<file path="src/rtl/uart_rx_pkg.sv">
package uart_rx_pkg;

  // Bit positions inside the status word
  localparam int F_PAR  = 0;
  localparam int F_FRM  = 1;
  localparam int F_NOI  = 2;
  localparam int F_OVR  = 3;
  localparam int F_FULL = 4;
  localparam int F_ACT  = 5;
  localparam int STAT_W = 6;

  typedef enum logic [2:0] {
    S_SEARCH,
    S_START,
    S_DATA,
    S_PARITY,
    S_STOP
  } rx_state_t;

  // Strobes from the sequencer to the datapath
  typedef struct packed {
    logic frameStart;  // start sample seen, frame opens
    logic activeClr;   // false start or idle character
    logic shiftEn;     // data bit decided
    logic bitVal;      // decided value of the current bit
    logic bitNoise;    // three samples disagreed
    logic parityCap;   // parity bit decided
    logic frameDone;   // stop bit decided
    logic stopBad;     // stop bit sampled as 0
  } rx_strobe_t;

endpackage

</file>
<file path="src/rtl/uart_rx_ctrl.sv">
module uart_rx_ctrl
  import uart_rx_pkg::*;
#(
  parameter int DATA_BITS   = 8,
  parameter int SYNC_STAGES = 2
) (
  input  logic       clk,
  input  logic       rstN,
  input  logic       sampleTick,
  input  logic       rxLine,
  input  logic       parityEn,
  input  logic       inhibit,
  output rx_strobe_t strb
);

  localparam int BIT_W  = (DATA_BITS > 1) ? $clog2(DATA_BITS) : 1;
  localparam int LIM_NP = (DATA_BITS + 2) * 16;
  localparam int LIM_P  = (DATA_BITS + 3) * 16;
  localparam int IDLE_W = $clog2(LIM_P + 1);

  // Input synchroniser chain; zero stages is a plain wire
  logic [SYNC_STAGES:0] chain;
  assign chain[0] = rxLine;
  for (genvar i = 0; i < SYNC_STAGES; i++) begin : g_sync
    always_ff @(posedge clk or negedge rstN) begin
      if (!rstN) chain[i+1] <= 1'b1;
      else       chain[i+1] <= chain[i];
    end
  end
  logic rxS;
  assign rxS = chain[SYNC_STAGES];

  rx_state_t         state, stateN;
  logic [3:0]        cnt, cntN;
  logic [BIT_W-1:0]  bitIdx, bitIdxN;
  logic [IDLE_W-1:0] idleCnt, idleN;
  logic              v0, v1, v0N, v1N;

  logic [4:0]        sampleNo;
  logic [4:0]        firstPt, secondPt, decidePt;
  logic              maj, dis;
  logic [IDLE_W-1:0] idleLim;

  assign sampleNo = {1'b0, cnt} + 5'd1;
  assign firstPt  = (state == S_START) ? 5'd3 : 5'd8;
  assign secondPt = (state == S_START) ? 5'd5 : 5'd9;
  assign decidePt = (state == S_START) ? 5'd7 : 5'd10;
  assign maj      = (v0 & v1) | (v0 & rxS) | (v1 & rxS);
  assign dis      = !((v0 == v1) && (v1 == rxS));
  assign idleLim  = parityEn ? IDLE_W'(LIM_P) : IDLE_W'(LIM_NP);

  always_comb begin
    strb    = '0;
    stateN  = state;
    cntN    = cnt;
    bitIdxN = bitIdx;
    idleN   = idleCnt;
    v0N     = v0;
    v1N     = v1;
    if (sampleTick) begin
      if (state == S_SEARCH) begin
        cntN = '0;
        if (!rxS && !inhibit) begin
          strb.frameStart = 1'b1;
          stateN = S_START;
          cntN   = 4'd1;
          idleN  = '0;
        end else if (!rxS) begin
          idleN = '0;
        end else if (idleCnt < idleLim) begin
          idleN = idleCnt + 1'b1;
          if (idleCnt == idleLim - 1'b1) strb.activeClr = 1'b1;
        end
      end else begin
        cntN = cnt + 4'd1;
        if (sampleNo == firstPt)  v0N = rxS;
        if (sampleNo == secondPt) v1N = rxS;
        if (sampleNo == decidePt) begin
          strb.bitNoise = dis;
          strb.bitVal   = maj;
          case (state)
            S_START: if (maj) begin
              stateN = S_SEARCH;
              strb.activeClr = 1'b1;
              idleN = '0;
            end
            S_DATA:   strb.shiftEn   = 1'b1;
            S_PARITY: strb.parityCap = 1'b1;
            S_STOP: begin
              strb.frameDone = 1'b1;
              strb.stopBad   = !maj;
              stateN = S_SEARCH;
              idleN  = '0;
            end
            default: ;
          endcase
        end
        if (sampleNo == 5'd16) begin
          case (state)
            S_START: begin
              stateN  = S_DATA;
              bitIdxN = '0;
            end
            S_DATA: begin
              if (bitIdx == BIT_W'(DATA_BITS - 1))
                stateN = parityEn ? S_PARITY : S_STOP;
              else
                bitIdxN = bitIdx + 1'b1;
            end
            S_PARITY: stateN = S_STOP;
            default: ;
          endcase
        end
      end
    end
  end

  always_ff @(posedge clk or negedge rstN) begin
    if (!rstN) begin
      state   <= S_SEARCH;
      cnt     <= '0;
      bitIdx  <= '0;
      idleCnt <= '0;
      v0      <= 1'b1;
      v1      <= 1'b1;
    end else begin
      state   <= stateN;
      cnt     <= cntN;
      bitIdx  <= bitIdxN;
      idleCnt <= idleN;
      v0      <= v0N;
      v1      <= v1N;
    end
  end

endmodule

</file>
<file path="src/rtl/uart_rx_dp.sv">
module uart_rx_dp
  import uart_rx_pkg::*;
#(
  parameter int DATA_BITS = 8,
  parameter int RD_W      = 8
) (
  input  logic                 clk,
  input  logic                 rstN,
  input  rx_strobe_t           strb,
  input  logic                 parityEn,
  input  logic                 parityOdd,
  input  logic                 rdEn,
  input  logic                 regSel,
  output logic [RD_W-1:0]      rdData,
  output logic [STAT_W-1:0]    statusWord,
  output logic [DATA_BITS-1:0] dataReg,
  output logic                 inhibit
);

  logic [DATA_BITS-1:0] shiftReg;
  logic                 noiseAcc, parBit, active;
  logic [4:0]           flags, flagsN, armed, armedN;
  logic                 loadData, noiseNow, parityBad;

  assign noiseNow  = noiseAcc | strb.bitNoise;
  assign parityBad = parityEn && ((^shiftReg ^ parBit) != parityOdd);

  always_comb begin
    flagsN   = flags;
    armedN   = armed;
    loadData = 1'b0;
    if (rdEn && !regSel) armedN = flags;
    if (rdEn && regSel) begin
      flagsN = flags & ~armed;
      armedN = '0;
    end
    if (strb.frameDone) begin
      if (flags[F_FULL]) begin
        flagsN[F_OVR] = 1'b1;
      end else begin
        loadData       = 1'b1;
        flagsN[F_FULL] = 1'b1;
        if (strb.stopBad) flagsN[F_FRM] = 1'b1;
        if (noiseNow)     flagsN[F_NOI] = 1'b1;
        if (parityBad)    flagsN[F_PAR] = 1'b1;
      end
    end
  end

  always_ff @(posedge clk or negedge rstN) begin
    if (!rstN) begin
      shiftReg <= '0;
      noiseAcc <= 1'b0;
      parBit   <= 1'b0;
      dataReg  <= '0;
      flags    <= '0;
      armed    <= '0;
      active   <= 1'b0;
    end else begin
      flags <= flagsN;
      armed <= armedN;
      if (loadData) dataReg <= shiftReg;
      if (strb.frameStart) begin
        shiftReg <= '0;
        noiseAcc <= 1'b0;
        parBit   <= 1'b0;
      end else begin
        if (strb.bitNoise)  noiseAcc <= 1'b1;
        if (strb.shiftEn)   shiftReg <= {strb.bitVal, shiftReg[DATA_BITS-1:1]};
        if (strb.parityCap) parBit   <= strb.bitVal;
      end
      if (strb.frameStart)     active <= 1'b1;
      else if (strb.activeClr) active <= 1'b0;
    end
  end

  assign statusWord = {active, flags};
  assign inhibit    = flags[F_FRM];
  assign rdData     = regSel ? RD_W'(dataReg) : RD_W'(statusWord);

endmodule

</file>
<file path="src/rtl/uart_rx_core.sv">
module uart_rx_core
  import uart_rx_pkg::*;
#(
  parameter int DATA_BITS   = 8,
  parameter int SYNC_STAGES = 2,
  localparam int RD_W = (DATA_BITS > STAT_W) ? DATA_BITS : STAT_W
) (
  input  logic            clk,
  input  logic            rstN,
  input  logic            sampleTick,
  input  logic            rxLine,
  input  logic            parityEn,
  input  logic            parityOdd,
  input  logic            rdEn,
  input  logic            regSel,
  output logic [RD_W-1:0] rdData
);

  rx_strobe_t           strb;
  logic [STAT_W-1:0]    statusWord;
  logic [DATA_BITS-1:0] dataReg;
  logic                 inhibit;

  uart_rx_ctrl #(.DATA_BITS(DATA_BITS), .SYNC_STAGES(SYNC_STAGES)) u_ctrl (
    .clk(clk), .rstN(rstN), .sampleTick(sampleTick), .rxLine(rxLine),
    .parityEn(parityEn), .inhibit(inhibit), .strb(strb)
  );

  uart_rx_dp #(.DATA_BITS(DATA_BITS), .RD_W(RD_W)) u_dp (
    .clk(clk), .rstN(rstN), .strb(strb), .parityEn(parityEn),
    .parityOdd(parityOdd), .rdEn(rdEn), .regSel(regSel), .rdData(rdData),
    .statusWord(statusWord), .dataReg(dataReg), .inhibit(inhibit)
  );

endmodule

</file>
<file path="config.mk">
export PLATFORM = sky130hd
export DESIGN_NAME = uart_rx_core
export DESIGN_NICKNAME = d
export VERILOG_FILES = /design/src/rtl/uart_rx_pkg.sv /design/src/rtl/uart_rx_ctrl.sv /design/src/rtl/uart_rx_dp.sv /design/src/rtl/uart_rx_core.sv
export SDC_FILE = /design/constraint.sdc
export NUM_CORES = 1
export LEC_CHECK = 0
export BUFFER_PORTS_ARGS = -buffer_cell sky130_fd_sc_hd__buf_2
export CORE_MARGIN = 2
export CORE_UTILIZATION = 59
export CTS_CLUSTER_SIZE = 30
export DETAILED_ROUTE_END_ITERATION = 16
export PLACE_DENSITY = 0.84
export SYNTH_ARGS = -nofsm -noshare
export SYNTH_HDL_FRONTEND = slang
export SYNTH_HIERARCHICAL = 1
export SYNTH_SLANG_ARGS = --single-unit
</file>
<file path="constraint.sdc">
create_clock -name clk -period 2.85 [get_ports clk]
set_clock_uncertainty 0.2 [all_clocks]
set_input_delay 0 -clock clk [delete_from_list [all_inputs] [get_ports clk]]
set_output_delay 0 -clock clk [all_outputs]
set_load 0.05 [all_outputs]
</file>
# Word level (Yosys, flattened, before mapping)
# Index checks and enable logic that the tools add are counted.
# word_totals
reg_bits,51
latchBits,0
mem_bits_rw,0
romBits,0
output_inout_bits,8
n_memories,0
# op_classes
add_sub_neg,5
mul,0
n_div,0
order_cmp,1
n_eq_ne,17
shift,0
n_mux,60
bitwise,10
reduce_logical,25
# op_table
operator,count
$mux 8,10
$mux 3,9
$mux 1,25
$mux 5,5
$mux 4,4
$pmux 8 s2,1
$eq 5x5->1,3
$reduce_bool 2->1,7
$pmux 3 s2,2
$reduce_and 5->1,2
$pmux 3 s3,1
$add 8x1->8 const B,1
$eq 8x8->1,1
$lt 8x8->1,1
$reduce_xor 8->1,1
$sub 8x1->8 const B,1
$mux 7,1
$eq 3x2->1 const B,2
$eq 3x3->1 const B,2
$mux 6,1
$reduce_and 3->1,2
$add 4x1->5 const B,1
$and 5x5->5,1
$eq 5x5->1 const B,1
other kinds (19),33

# Depth between registers and ports, before layout
# Gate-level depths: netlist of the first run.
# depth
word_depth,13
mapped_depth,12
depth_no_buf,10

# Hierarchy
# Netlist of the first run, hierarchy kept.
# modules_own_cells
mod,instances,cells_each,area_per_inst_um2,seq_area_each_um2
uart_rx_ctrl,1,192,1632.8,555.5
uart_rx_dp,1,129,1333.8,725.7

# Worst setup path before layout of the first run
# Ideal clock, no wire load.
# synth_path
kind,reg-to-reg
from,register u_ctrl.state[2]
to,register u_dp.flags[0]
setup_time_ns,0.122
arrival_ns,2.235
required_time_ns,2.528
setup_slack_ns,0.293
path_stages_with_launch,11
path_cell_list,dfrtp_1 -> buf_6 -> or3b_1 -> buf_2 -> a32o_1 -> a22o_1 -> nand2_1 -> nor2_1 -> nor2b_1 -> clkbuf_1 -> a32o_1
# synth_lines
element,line,rtl
"start, declared",uart_rx_ctrl.sv:33,"rx_state_t state, stateN;"
"start signal, assigned",uart_rx_ctrl.sv:127,state <= stateN;
"end signal, assigned",uart_rx_dp.sv:60,flags <= flagsN;
"end, declared",uart_rx_dp.sv:22,"logic [4:0] flags, flagsN, armed, armedN;"

==> results_dict.tcl, run 1 <==
set metrics [dict create \
    critPathKind "reg -> reg" \
    power.density_nw_per_um2 643.7 \
    hold_viol_final 0 \
    grt_pass1_wl_um 9846 \
    maxSlewViolCount 0 \
    power_w 0.002105 \
    fillCellCount 371 \
    syn_area_um2 2952 \
    die_y_um 74.73 \
    antenna_left 0 \
    drc 0 \
    dp.cells 391 \
    fin_crit_sh_pct 93.47 \
    num_antenna_cells 0 \
    worst_setup_path_end_kind "flip-flop" \
    grt_start_max_net_pins 27 \
    ff_latch_area_um2 1281 \
    via_count 2358 \
    final_layout_size_suffix_gt1_share_pct 15.04 \
    place_area_um2 3089 \
    die_x_um 74.73 \
    layout_common_cells "47 x dfrtp_1, 45 x nand2_1, 29 x nor2_1, 20 x inv_1, 17 x nand3_1" \
    die-area_um2 5585 \
    worst_pin_slew_ns 0.7726 \
    numCtsBuffers 5 \
    cts_tree "yes" \
    worstPathArrival_ns 2.71 \
    clk_latency_ns 0.30 \
    final_common_cell "dfrtp_1" \
    place.gp.congestion 0.8291 \
    syn_inst 319 \
    critPathRequiredTime_ns 2.89 \
    rows 25 \
    cts.sinks 51 \
    grt_pass1_vias 2147 \
    outcome "complete, no violations" \
    yosysWarnings 6 \
    cap_viol_max_count 0 \
    syn_nets 336 \
    antenna_found_initial 0 \
    rsz0062_at_grt "false" \
    setup_tns_ns 0 \
    dp_hpwl_um 4279 \
    clk_pin_slew_worst_paths_ns 0.09 \
    design.core.area_um2 4786 \
    clock_path_buffers 2 \
    grt_util_all_layers_pct 23.19 \
    fin_area_um2 3269 \
    drtIter0Drc 160 \
    drt-total-wl_um 5929 \
    vias_per_cell 5.808 \
    path_cells "buf_4 > inv_1 > ha_1 > inv_1 > nor2_1 > a22o_1 > nand2_1 > nor2_1 > nor2b_1 > buf_4 > a32o_1" \
    setup_violations 0 \
    hold_ws_ns 0.02050 \
    cp_slowest_cell "dfrtp_1" \
    start_kind "flip-flop" \
    max_freq_mhz 375.4 \
    post_cts_buffers 0 \
    multi_input_area_um2 1529 \
    ir_drop_uv 398.7 \
    max_slew_margin_pct 47.76 \
    dr.pass1.iters 5 \
    syn_to_final_growth_pct 10.77 \
    avgSynthCellArea_um2 9.253 \
    io_pins 16 \
    nets 355 \
    io_buffers 15 \
    worst_path_largest_cell_delay_ns 0.41 \
    start_util_pct 61.67 \
    final.min_clock_period_ns 2.664 \
    drt-wirelength-per-cell_um 14.60 \
    worstHoldPathType "in -> async" \
    crit_fanout 10 \
    ctsRootBufferMaster "clkbuf_8" \
    fin_cells 406 \
    grt_remaining_overflow 0 \
    cts.htree.levels 2 \
    p_leak_nw 1.506 \
]
-- worst max-delay path: cells and delay by family, from the launching register on --
family,cells,cell delay (ns)
and+or+nand+nor,4,0.74
DFF,1,0.41
AOI/OAI and AO/OA,2,0.41
buffers and inverters,4,0.54
adders and majority gates,1,0.31
-- metal layers --
metal	vias to the layer above	global-route usage, %	routed length, um
li1	1152	-	-
met1	1116	33.27	2749
met4	0	6.746	87
met3	9	4.552	315
met2	81	36.28	2777
met5	-	0	0
-- worst paths after layout --
path                                 start                end  slack [ns]  cells past startpoint
min                                   rstN  u_ctrl/idleCnt[6]        0.02                      2
min reg2reg                u_ctrl/chain[1]         u_ctrl/rxS        0.16                      0
max                          u_ctrl/cnt[0]      u_dp/flags[0]        0.19                     11
max in group asynchronous             rstN    u_ctrl/chain[1]        1.64                      3
min in group clk           u_ctrl/chain[1]         u_ctrl/rxS        0.16                      0
max reg2reg                  u_ctrl/cnt[0]      u_dp/flags[0]        0.19                     11
-- area by class of cell --
| class | count | area share, % |
|---|---|---|
| clock buffer | 7 | 2.641 |
| clock inverter | 1 | 0.2679 |
| inverter | 20 | 2.296 |
| multi-input combinational | 230 | 46.77 |
| sequential | 51 | 39.19 |
| tap | 67 | 2.564 |
| timing repair buffer | 30 | 6.276 |
-- where the power goes --
| group | switching (W) | total, W | internal, W |
|---|---|---|---|
| sequential | 0.000134 | 0.000978 | 0.000844 |
| clock | 0.000230 | 0.000429 | 0.000199 |
| combinational | 0.000403 | 0.000698 | 0.000295 |
-- flip-flops by register name, indices dropped and copies added, names as in the netlist --
signal and flops:
u_ctrl/idleCnt 8, u_dp/dataReg 8, u_dp/shiftReg 8, u_dp/armed 5, u_dp/flags 5, u_ctrl/cnt 4, u_ctrl/bitIdx 3, u_ctrl/state 3
u_ctrl/chain 1, u_ctrl/rxS 1, u_ctrl/v0 1, u_ctrl/v1 1, u_dp/active 1, u_dp/noiseAcc 1, u_dp/parBit 1
-- timing repair --
| item | CTS | global route |
|---|---|---|
| endpoints found under the hold margin | 41 | 0 |
| hold buffers | 7 | 0 |
| resized for setup | 0 | 3 |
| setup endpoints to repair | 0 | 12 |
-- metrics by stage --
step,utilization (%),setup WS [ns]
floorplan,-,0.2934
global placement,64.55,0.2203
detailed placement,64.55,0.1200
CTS,68.00,0.1094
global route,68.31,0.004707
finish,68.31,0.1861
Power figures use the tool's default switching activity.
==> run 2: changes to the inputs <==
--- a/config.mk
+++ b/config.mk
@@ -8,6 +8,7 @@
 export BUFFER_PORTS_ARGS = -buffer_cell sky130_fd_sc_hd__buf_2
 export CORE_MARGIN = 2
 export CORE_UTILIZATION = 59
+export CTS_BUF_LIST = sky130_fd_sc_hd__clkbuf_8
 export CTS_CLUSTER_SIZE = 30
 export DETAILED_ROUTE_END_ITERATION = 16
 export PLACE_DENSITY = 0.84
==> results_dict.tcl, run 2 (synthesis results as in run 1) <==
set metrics [dict create \
    num_antenna_cells 0 \
    p_sw_share_pct 36.51 \
    clock_path_buffers 2 \
    dp_hpwl_um 4279 \
    drt-total-wl_um 5951 \
    clk_pin_slew_worst_paths_ns 0.09 \
    io_buffers 15 \
    path_cells "buf_4 > inv_1 > ha_1 > inv_1 > nor2_1 > a22o_1 > nand2_1 > nor2_1 > nor2b_1 > buf_4 > a32o_1" \
    setup_violations 0 \
    p_seq_share_pct 46.7 \
    cts.htree.levels 2 \
    path_buf_inv 4 \
    cts_tree "yes" \
    syn_to_final_growth_pct 10.77 \
    max_slew_margin_pct 47.68 \
    pre_cts_slack_ns 0.1200 \
    dr.pass1.iters 5 \
    die_y_um 74.73 \
    grt_start_max_net_pins 27 \
    setup_tns_ns 0 \
    ctsRootBufferMaster "clkbuf_8" \
    cap_viol_max_count 0 \
    numCtsBuffers 5 \
    via_count 2365 \
    ir_drop_uv 398.6 \
    grt_remaining_overflow 0 \
    p_int_w 0.001334 \
    maxSlewViolCount 0 \
    hold_viol_final 0 \
    final_layout_size_suffix_gt1_share_pct 15.04 \
    critPathKind "reg -> reg" \
    fin_crit_sh_pct 93.45 \
    setup_slack_ns 0.1866 \
    max_freq_mhz 375.5 \
    die_x_um 74.73 \
    power.density_nw_per_um2 642.6 \
    grt_util_all_layers_pct 23.19 \
    rows 25 \
    grt_pass1_vias 2147 \
    antenna_found_initial 0 \
    start_kind "flip-flop" \
    worst_path_largest_cell_delay_ns 0.41 \
    power.net_switching_w 0.0007670 \
    path_delay_family "simple AND/OR/NAND/NOR gates" \
    nets 355 \
    rsz0062_at_grt "false" \
    reg_top3 "u_ctrl/idleCnt: 8 flops, u_dp/dataReg: 8 flops, u_dp/shiftReg: 8 flops" \
    drtIter0Drc 154 \
    crit_fanout 10 \
    p_leak_nw 1.511 \
    start_util_pct 61.67 \
    worstHoldPathType "in -> async" \
    outcome "complete, no violations" \
    worstPathArrival_ns 2.71 \
    power_w 0.002101 \
    p_clk_share_pct 20.2 \
    layout_common_cells "47 x dfrtp_1, 45 x nand2_1, 29 x nor2_1, 21 x inv_1, 17 x nand3_1" \
    critPathRequiredTime_ns 2.89 \
    drt-wirelength-per-cell_um 14.66 \
    cts.sinks 51 \
    worst_setup_path_end_kind "flip-flop" \
    final_common_cell "dfrtp_1" \
    final.min_clock_period_ns 2.663 \
    grt_pass1_wl_um 9846 \
    place.gp.congestion 0.8291 \
    cp_slowest_cell "dfrtp_1" \
    design.core.area_um2 4786 \
    worst_pin_slew_ns 0.7739 \
    clk_latency_ns 0.30 \
    drc 0 \
    die-area_um2 5585 \
    io_pins 16 \
    vias_per_cell 5.825 \
    comb_power_share_pct 33.1 \
    antenna_left 0 \
]
[run 2: changes by cell type in the layout (fill, tap and decap cells not counted)]
cell / delta
inv_1: +1
clkbuf_1: -1
[run 2: worst reg2reg max path, delay by kind of cell (launching register included)]
family                   cells  cell delay, ns
buffers and inverters        4            0.54
AO/OA/AOI/OAI                2            0.41
adder cells (fa/ha/maj)      1            0.31
flip-flops                   1            0.41
AND/OR/NAND/NOR              4            0.74
[run 2: final timing paths]
kind,start,end,slack (ns),cells past startpoint
min reg2reg,u_ctrl/chain[1],u_ctrl/rxS,0.16,0
max in group asynchronous,rstN,u_ctrl/chain[1],1.63,3
min in group clk,u_ctrl/chain[1],u_ctrl/rxS,0.16,0
max reg2reg,u_ctrl/cnt[0],u_dp/flags[0],0.19,11
max,u_ctrl/cnt[0],u_dp/flags[0],0.19,11
min,rstN,u_ctrl/idleCnt[6],0.02,2
[run 2: repair_timing]
item                       4_1_cts  5_1_grt
hold endpoints to repair        41        0
setup buffers                    0        0
setup endpoints to repair        0       12
hold buffers                     7        0
gates resized for setup          0        3
[run 2: per-layer routing]
layer / vias up / routed length (um) / GRT usage (%)
li1: 1152 / - / -
met1: 1130 / 2771 / 33.27
met2: 74 / 2790 / 36.28
met3: 9 / 302 / 4.552
met4: 0 / 87 / 6.746
met5: - / 0 / 0
[run 2: metrics by stage]
step,util (%),cells,hold slack [ns],area [um2]
2_1_floorplan,-,319,-0.4956,2952
3_3_place_gp,64.55,391,-0.1767,3089
3_5_place_dp,64.55,391,-0.1687,3089
4_1_cts,68.00,406,0.03809,3254
5_1_grt,68.31,406,0.08036,3269
6_report,68.31,406,0.02095,3269
[run 2: layout make-up]
cell class,count,area (um2)
multi-input cells,230,1529
clock inverters,2,12.51
clock buffers,6,82.58
repair buffers,30,205.2
well taps,67,83.83
fillers,371,1516
inverters,20,75.07
flip-flops and latches,51,1281
[run 2: power groups by stage]
stage | Sequential [W] | Clock [W] | Combinational, W
finish | 0.000981 | 0.000424 | 0.000696
global route | 0.00100 | 0.000463 | 0.000782
CTS | 0.000972 | 0.000434 | 0.000684
detailed placement | 0.000986 | 0 | 0.000674
global placement | 0.000979 | 0 | 0.000655
floorplan | 0.000929 | 0 | 0.000571
